===== src/rtl/i2cTgtPkg.sv =====
`timescale 1ns/1ps
package i2cTgtPkg;

  typedef enum logic [2:0] {
    ST_IDLE,
    ST_ADDR,
    ST_ACK_ADDR,
    ST_RX,
    ST_ACK_RX,
    ST_TX,
    ST_ACK_TX
  } tgtState_t;

  // strobes from the control FSM into the datapath
  typedef struct packed {
    logic shiftIn;   // sample SDA into the receive shifter
    logic loadPtr;   // received byte becomes the pointer
    logic writeReg;  // received byte is stored at the pointer
    logic incPtr;    // advance pointer with wrap
    logic loadTx;    // load transmit shifter from the bank
    logic shiftTx;   // move next transmit bit to the MSB
  } dpCtrl_t;

endpackage


===== src/rtl/i2c_tgt_deglitch.sv =====
`timescale 1ns/1ps
module i2c_tgt_deglitch #(
  parameter int FILT_LEN = 12
) (
  input  logic clk,
  input  logic rstN,
  input  logic rawIn,
  output logic cleanOut
);
  localparam int CW = $clog2(FILT_LEN + 1);

  logic [1:0]    syncQ;
  logic [CW-1:0] runCnt;

  always_ff @(posedge clk or negedge rstN) begin
    if (!rstN) begin
      syncQ    <= 2'b11;
      runCnt   <= '0;
      cleanOut <= 1'b1;
    end else begin
      syncQ <= {syncQ[0], rawIn};
      if (syncQ[1] == cleanOut) begin
        runCnt <= '0;
      end else if (runCnt == CW'(FILT_LEN - 1)) begin
        cleanOut <= syncQ[1];
        runCnt   <= '0;
      end else begin
        runCnt <= runCnt + 1'b1;
      end
    end
  end

  // the clean level only ever moves to a value the synchronizer already held
  assert_filter_follows_R7: assert property (@(posedge clk) disable iff (!rstN)
    (cleanOut != $past(cleanOut)) |-> ($past(syncQ[1]) == cleanOut));

endmodule


===== src/rtl/i2c_tgt_control.sv =====
`timescale 1ns/1ps
module i2c_tgt_control
  import i2cTgtPkg::*;
#(
  parameter logic [6:0] DEV_ADDR  = 7'b1001010,
  parameter int         DRIVE_DLY = 8
) (
  input  logic       clk,
  input  logic       rstN,
  input  logic       sclF,
  input  logic       sdaF,
  input  logic [7:0] rxByte,
  input  logic       txMsb,
  output dpCtrl_t    st,
  output logic       sdaLow
);
  localparam int DW = $clog2(DRIVE_DLY + 1);

  tgtState_t     state;
  logic          sclQ, sdaQ;
  logic [3:0]    bitCnt;
  logic [DW-1:0] dlyCnt;
  logic          isRead, firstByte, masterAck;

  logic sclRise, sclFall, startDet, stopDet, tick, addrHit;

  assign sclRise  = sclF & ~sclQ;
  assign sclFall  = ~sclF & sclQ;
  assign startDet = sclF & sclQ & sdaQ & ~sdaF;
  assign stopDet  = sclF & sclQ & ~sdaQ & sdaF;
  assign tick     = (dlyCnt == DW'(1));
  assign addrHit  = (rxByte[7:1] == DEV_ADDR);

  // edge history and the post-fall drive delay
  always_ff @(posedge clk or negedge rstN) begin
    if (!rstN) begin
      sclQ   <= 1'b1;
      sdaQ   <= 1'b1;
      dlyCnt <= '0;
    end else begin
      sclQ <= sclF;
      sdaQ <= sdaF;
      if (sclFall)            dlyCnt <= DW'(DRIVE_DLY);
      else if (dlyCnt != '0)  dlyCnt <= dlyCnt - 1'b1;
    end
  end

  // datapath strobes
  always_comb begin
    st = '0;
    if (!startDet && !stopDet) begin
      case (state)
        ST_ADDR: st.shiftIn = sclRise;
        ST_RX: begin
          st.shiftIn = sclRise;
          if (tick && bitCnt == 4'd8) begin
            st.loadPtr  = firstByte;
            st.writeReg = ~firstByte;
            st.incPtr   = ~firstByte;
          end
        end
        ST_ACK_ADDR: st.loadTx = sclRise & isRead;
        ST_TX: begin
          st.shiftTx = sclRise;
          st.incPtr  = tick && (bitCnt == 4'd8);
        end
        ST_ACK_TX: st.loadTx = sclRise & ~sdaF;
        default: ;
      endcase
    end
  end

  // protocol sequencing
  always_ff @(posedge clk or negedge rstN) begin
    if (!rstN) begin
      state     <= ST_IDLE;
      bitCnt    <= '0;
      sdaLow    <= 1'b0;
      isRead    <= 1'b0;
      firstByte <= 1'b0;
      masterAck <= 1'b0;
    end else if (startDet) begin
      state  <= ST_ADDR;
      bitCnt <= '0;
      sdaLow <= 1'b0;
    end else if (stopDet) begin
      state  <= ST_IDLE;
      sdaLow <= 1'b0;
    end else begin
      case (state)
        ST_ADDR: begin
          if (sclRise) bitCnt <= bitCnt + 1'b1;
          if (tick && bitCnt == 4'd8) begin
            if (addrHit) begin
              state  <= ST_ACK_ADDR;
              sdaLow <= 1'b1;
              isRead <= rxByte[0];
            end else begin
              state <= ST_IDLE;
            end
          end
        end
        ST_ACK_ADDR: if (tick) begin
          bitCnt <= '0;
          if (isRead) begin
            state  <= ST_TX;
            sdaLow <= ~txMsb;
          end else begin
            state     <= ST_RX;
            sdaLow    <= 1'b0;
            firstByte <= 1'b1;
          end
        end
        ST_RX: begin
          if (sclRise) bitCnt <= bitCnt + 1'b1;
          if (tick && bitCnt == 4'd8) begin
            state  <= ST_ACK_RX;
            sdaLow <= 1'b1;
          end
        end
        ST_ACK_RX: if (tick) begin
          state     <= ST_RX;
          bitCnt    <= '0;
          sdaLow    <= 1'b0;
          firstByte <= 1'b0;
        end
        ST_TX: begin
          if (sclRise) bitCnt <= bitCnt + 1'b1;
          if (tick) begin
            if (bitCnt == 4'd8) begin
              state  <= ST_ACK_TX;
              sdaLow <= 1'b0;
            end else begin
              sdaLow <= ~txMsb;
            end
          end
        end
        ST_ACK_TX: begin
          if (sclRise) masterAck <= ~sdaF;
          if (tick) begin
            if (masterAck) begin
              state  <= ST_TX;
              bitCnt <= '0;
              sdaLow <= ~txMsb;
            end else begin
              state <= ST_IDLE;
            end
          end
        end
        default: state <= ST_IDLE;
      endcase
    end
  end

  assert_drive_moves_low_R8: assert property (@(posedge clk) disable iff (!rstN)
    !$stable(sdaLow) |-> !sclF);

  assert_idle_released_R1: assert property (@(posedge clk) disable iff (!rstN)
    (state == ST_IDLE) |-> !sdaLow);

  assert_single_commit_R2: assert property (@(posedge clk) disable iff (!rstN)
    $onehot0({st.loadPtr, st.writeReg, st.loadTx}));

  assert_rx_commit_after_byte_R9: assert property (@(posedge clk) disable iff (!rstN)
    (st.writeReg || st.loadPtr) |=> (state == ST_ACK_RX) && sdaLow);

endmodule


===== src/rtl/i2c_tgt_datapath.sv =====
`timescale 1ns/1ps
module i2c_tgt_datapath
  import i2cTgtPkg::*;
#(
  parameter int NUM_REGS = 16
) (
  input  logic       clk,
  input  logic       rstN,
  input  logic       sdaF,
  input  dpCtrl_t    st,
  output logic [7:0] rxByte,
  output logic       txMsb
);
  localparam int PTR_W = $clog2(NUM_REGS);
  localparam logic [PTR_W-1:0] LAST_IDX = PTR_W'(NUM_REGS - 1);

  logic [7:0]       regBank [NUM_REGS];
  logic [PTR_W-1:0] ptr;
  logic [7:0]       txShift;

  always_ff @(posedge clk or negedge rstN) begin
    if (!rstN)          rxByte <= '0;
    else if (st.shiftIn) rxByte <= {rxByte[6:0], sdaF};
  end

  always_ff @(posedge clk or negedge rstN) begin
    if (!rstN)            ptr <= '0;
    else if (st.loadPtr)  ptr <= rxByte[PTR_W-1:0];
    else if (st.incPtr)   ptr <= (ptr == LAST_IDX) ? '0 : ptr + 1'b1;
  end

  for (genvar i = 0; i < NUM_REGS; i++) begin : gReg
    always_ff @(posedge clk or negedge rstN) begin
      if (!rstN)                                   regBank[i] <= '0;
      else if (st.writeReg && ptr == PTR_W'(i))    regBank[i] <= rxByte;
    end
  end

  always_ff @(posedge clk or negedge rstN) begin
    if (!rstN)            txShift <= 8'hFF;
    else if (st.loadTx)   txShift <= regBank[ptr];
    else if (st.shiftTx)  txShift <= {txShift[6:0], 1'b1};
  end

  assign txMsb = txShift[7];

  assert_ptr_wraps_R3: assert property (@(posedge clk) disable iff (!rstN)
    (st.incPtr && !st.loadPtr && ptr == LAST_IDX) |=> (ptr == '0));

endmodule


===== src/rtl/i2c_reg_target.sv =====
`timescale 1ns/1ps
module i2c_reg_target
  import i2cTgtPkg::*;
#(
  parameter logic [6:0] DEV_ADDR  = 7'b1001010,
  parameter int         NUM_REGS  = 16,
  parameter int         FILT_LEN  = 12,
  parameter int         DRIVE_DLY = 8
) (
  input  logic clk,
  input  logic rstN,
  input  logic sclIn,
  input  logic sdaIn,
  output logic sdaDriveLow
);
  localparam int NUM_LINES = 2;

  logic [NUM_LINES-1:0] rawLines, cleanLines;
  dpCtrl_t    st;
  logic [7:0] rxByte;
  logic       txMsb;

  assign rawLines = {sdaIn, sclIn};

  for (genvar i = 0; i < NUM_LINES; i++) begin : gLine
    i2c_tgt_deglitch #(.FILT_LEN(FILT_LEN)) u_filt (
      .clk      (clk),
      .rstN     (rstN),
      .rawIn    (rawLines[i]),
      .cleanOut (cleanLines[i])
    );
  end

  i2c_tgt_control #(.DEV_ADDR(DEV_ADDR), .DRIVE_DLY(DRIVE_DLY)) u_ctrl (
    .clk    (clk),
    .rstN   (rstN),
    .sclF   (cleanLines[0]),
    .sdaF   (cleanLines[1]),
    .rxByte (rxByte),
    .txMsb  (txMsb),
    .st     (st),
    .sdaLow (sdaDriveLow)
  );

  i2c_tgt_datapath #(.NUM_REGS(NUM_REGS)) u_dp (
    .clk    (clk),
    .rstN   (rstN),
    .sdaF   (cleanLines[1]),
    .st     (st),
    .rxByte (rxByte),
    .txMsb  (txMsb)
  );

endmodule


===== config.mk =====
export PLATFORM = sky130hd
export DESIGN_NAME = i2c_reg_target
export DESIGN_NICKNAME = d
export VERILOG_FILES = /design/src/rtl/i2cTgtPkg.sv /design/src/rtl/i2c_tgt_deglitch.sv /design/src/rtl/i2c_tgt_control.sv /design/src/rtl/i2c_tgt_datapath.sv /design/src/rtl/i2c_reg_target.sv
export SDC_FILE = /design/constraint.sdc
export NUM_CORES = 1
export LEC_CHECK = 0
export ABC_CLOCK_PERIOD_IN_PS = 2700
export BUFFER_PORTS_ARGS = -buffer_cell sky130_fd_sc_hd__buf_4
export CAP_MARGIN = 20
export CORE_ASPECT_RATIO = 0.9
export CORE_MARGIN = 10
export CORE_UTILIZATION = 30
export CTS_BUF_LIST = sky130_fd_sc_hd__clkbuf_8
export DETAILED_ROUTE_END_ITERATION = 8
export HOLD_SLACK_MARGIN = 0.1
export SLEW_MARGIN = 25
export SYNTH_ARGS = -nofsm -noshare
export SYNTH_HDL_FRONTEND = slang
export SYNTH_SLANG_ARGS = --single-unit

===== constraint.sdc =====
create_clock -name clk -period 2.7 [get_ports clk]
set_clock_uncertainty 0.2 [all_clocks]
set_input_delay 0.27 -clock clk [delete_from_list [all_inputs] [get_ports clk]]
set_output_delay 0.27 -clock clk [all_outputs]
set_load 0.02 [all_outputs]

==> out/results.ini <==
[status]
status = complete, no violations

[floorplan]
start_util_pct = 30.6
fp.dieW_um = 199
num_rows = 58
core_area_um2 = 28200
die_h_um = 181
die_area_um2 = 35900
io_pins = 5

[place]
gp_congestion = 0.801
dp_cells = 1010
dpl_worst_slack_ns = 0.0417
io_buffers = 4
dpl.hpwl_um = 12400
placed_area_um2 = 9280

[synth]
synthCells = 646
ys_ff_latch = 179
synth_top_family_by_area = multiplexers
synth-edff-count = 0
ys.warnings.count = 0
yosys.area_share.simple_pct = 8.31
synth_compound_area_share_pct = 7.25
ys.flop_type = dfrtp_1
synthMuxAreaShare_pct = 27.5
synth_nets = 661
synthAdderAreaFrac_pct = 1.60
synth_xor_area_share_pct = 0.610
syn_area_um2 = 8610
synthArstFlopShare_pct = 100
synth_area_per_cell_um2 = 13.3
yosysUniqueCellTypes = 62
yosysSeqAreaShare_pct = 52.2

[clock_network]
clockBufferDepth = 2
cts_root_buffer = clkbuf_8
numCtsBuffers = 17
cts.sinks = 179
cts_tree = yes
h-tree-depth = 4
clock_latency_ns = 0.46
clkTransAtPathRegs_ns = 0.10

[worst_setup_path]
critPathTopFamily = simple AND/OR/NAND/NOR gates
r2r_slack_ns = 0.15
end_kind = register
path_cells = inv_1 -> ha_1 -> nor3b_4 -> nand2_4 -> or4_4 -> and2b_2 -> mux2_2
startpoint_type = register
slowest_stage = or4_4
cp.arrival_ns = 2.70
cp_max_fo = 8
worstSetupPathType = reg2reg
critPathBufInv = 1
cp_slowest_stage_delay_ns = 0.53
required_ns = 2.85

[pwr]
p_comb_share_pct = 5.5
p_leak_nw = 4.34
seq_power_share_pct = 55.7
power_density_nw_per_um2 = 512
p_sw_mw = 1.23
clock_power_share_pct = 38.8
sw_frac_of_total_pct = 24.6
p_int_mw = 3.76
vdd_drop_max_uv = 308

[drt]
drc = 0
detail_route.vias_per_cell = 5.01
first_iter_violations = 424
num_vias = 5236
post_drt_wl_per_cell_um = 17.6
first_pass_iters = 5
wl_um = 18400
drtAntennaViolNets = 0

[grt]
grt_pass1_vias = 5267
track_usage_pct = 10.7
grt_overflow = 0
grt_max_degree = 60
grt_pass1_wl_um = 30300
antenna_found_initial = 0

[sta]
fmax_mhz = 392
slew_violations = 0
finalHoldViolations = 0
rsz0062_at_grt = no
relSlewSlack_pct = 47.4
fin_ws_ns = 0.150
tightest_slew_ns = 0.788
fin_setup_tns_ns = 0
setup-violations-final = 0
min_period_over_period_pct = 94.4
timing.final.crit_period_ns = 2.55
hold_slack_ns = 0.133

[cells_and_area]
syn2layout_area_growth_pct = 13.3
fin_nets = 688
fin_cells = 1046
num-fill-cells = 2723
diodes = 0
drive_gt1_share_pct = 41.7
fin_area_um2 = 9760

[job]
maxCapViolCount = 0

[min_path]
min_path_type = in2async

-- metal layers --
metal / GRT usage, % / share of wire, % / vias up
met2: 15.4 / 44 / 70
met4: 3.14 / 1.2 / 0
met5: 0 / 0 / -
met3: 2.14 / 3.0 / 18
met1: 15.7 / 51 / 2709
li1: - / - / 2439
-- worst paths after layout --
| check | end | depth (start not counted) | start |
|---|---|---|---|
| setup / recovery | u_dp.regBank[26] | 7 | u_ctrl.dlyCnt[1] |
| hold / removal | gLine[0].u_filt.runCnt[2] | 2 | rstN |
| setup reg to reg | u_dp.regBank[26] | 7 | u_ctrl.dlyCnt[1] |
| hold reg to reg | gLine[0].u_filt.syncQ[1] | 0 | gLine[0].u_filt.syncQ[0] |
| max in group asynchronous | u_dp.txShift[1] | 3 | rstN |
| min in group clk | gLine[0].u_filt.syncQ[1] | 0 | gLine[0].u_filt.syncQ[0] |
-- area by class of cell --
class / count / area [µm²] / share of cell area (%)
multi-input combinational: 415 / 3920 / 40.1
clock inverter: 15 / 183 / 1.87
sequential: 179 / 4500 / 46.1
tap: 360 / 450 / 4.62
inverter: 14 / 52.6 / 0.539
timing repair buffer: 46 / 419 / 4.30
clock buffer: 17 / 234 / 2.40
-- worst register-to-register path: cells and delay by family (launching register included) --
kind | cells | cell delay, ns
flip-flops | 1 | 0.40
buffers and inverters | 1 | 0.10
AND/OR/NAND/NOR | 4 | 1.20
adder cells (fa/ha/maj) | 1 | 0.19
multiplexers | 1 | 0.37
-- logic make-up after synthesis --
group / count (synthesis)
mux: 186
flops: 179
simple gates: 128
compound gates: 84
buf+inv: 52
fa+ha+maj: 11
xor+xnor: 6
-- stage by stage --
| stage | utilization, % | power, mW |
|---|---|---|
| final | 34.7 | 4.99 |
| after floorplan | - | 3.01 |
| after global placement | 32.9 | 3.10 |
| after detailed placement | 32.9 | 3.11 |
| after global routing | 34.7 | 5.23 |
| after CTS | 34.5 | 5.05 |
-- Yosys cell counts (12+ instances only) --
master	number	area, µm²
nand2_2	12	75.1
mux2_2	138	1550
clkbuf_1	27	101
nor2b_1	12	75.1
inv_1	13	48.8
nand2_1	29	109
nor2_1	28	105
mux2i_1	21	210
dfrtp_1	163	4080
dfstp_2	16	420
mux4_2	27	608
o21ai_0	15	75.1
-- what timing repair did --
action	CTS	global route
resized for setup	0	5
buffers inserted	0	1
endpoints found under the hold margin	150	0
setup endpoints to repair	0	106
hold buffers	3	0
-- power groups by stage --
stage	clock [mW]	combinational, mW	sequential (mW)
floorplan	0	0.194	2.81
global placement	0	0.270	2.83
detailed placement	0	0.277	2.83
CTS	1.99	0.281	2.78
global route	2.12	0.317	2.79
finish	1.94	0.275	2.78
-- flip-flops by register name, summed over array words and instances, names as in the netlist, 2 cells and up --
signal and flops:
u_dp.regBank 128, gLine.u_filt.runCnt 8, u_dp.rxByte 8, u_dp.txShift 8, gLine.u_filt.syncQ 4, u_ctrl.bitCnt 4, u_ctrl.dlyCnt 4, u_dp.ptr 4
u_ctrl.state 3, gLine.u_filt.cleanOut 2
-- layout by cell type (no fill, tap or decap), drive strengths merged, types with 3 or more instances in the layout --
master       count
xnor2            6
nand2           42
nor2            28
o41ai            3
nor3             9
o221ai           8
a21oi           10
clkbuf          17
ha              11
a22oi            3
dfstp           16
a221o            3
inv             16
nor3b            8
mux2i           21
dfrtp          163
o21ai           16
dlygate4sd3      3
buf             43
a22o             7
mux4            27
nand2b           5
clkinv           7
mux2           138
nand3            5
nor2b           12
clkinvlp         3
o31ai            8
nand3b           3
bufinv           3
a211oi           7
and2b            3
Power figures use the tool's default switching activity.
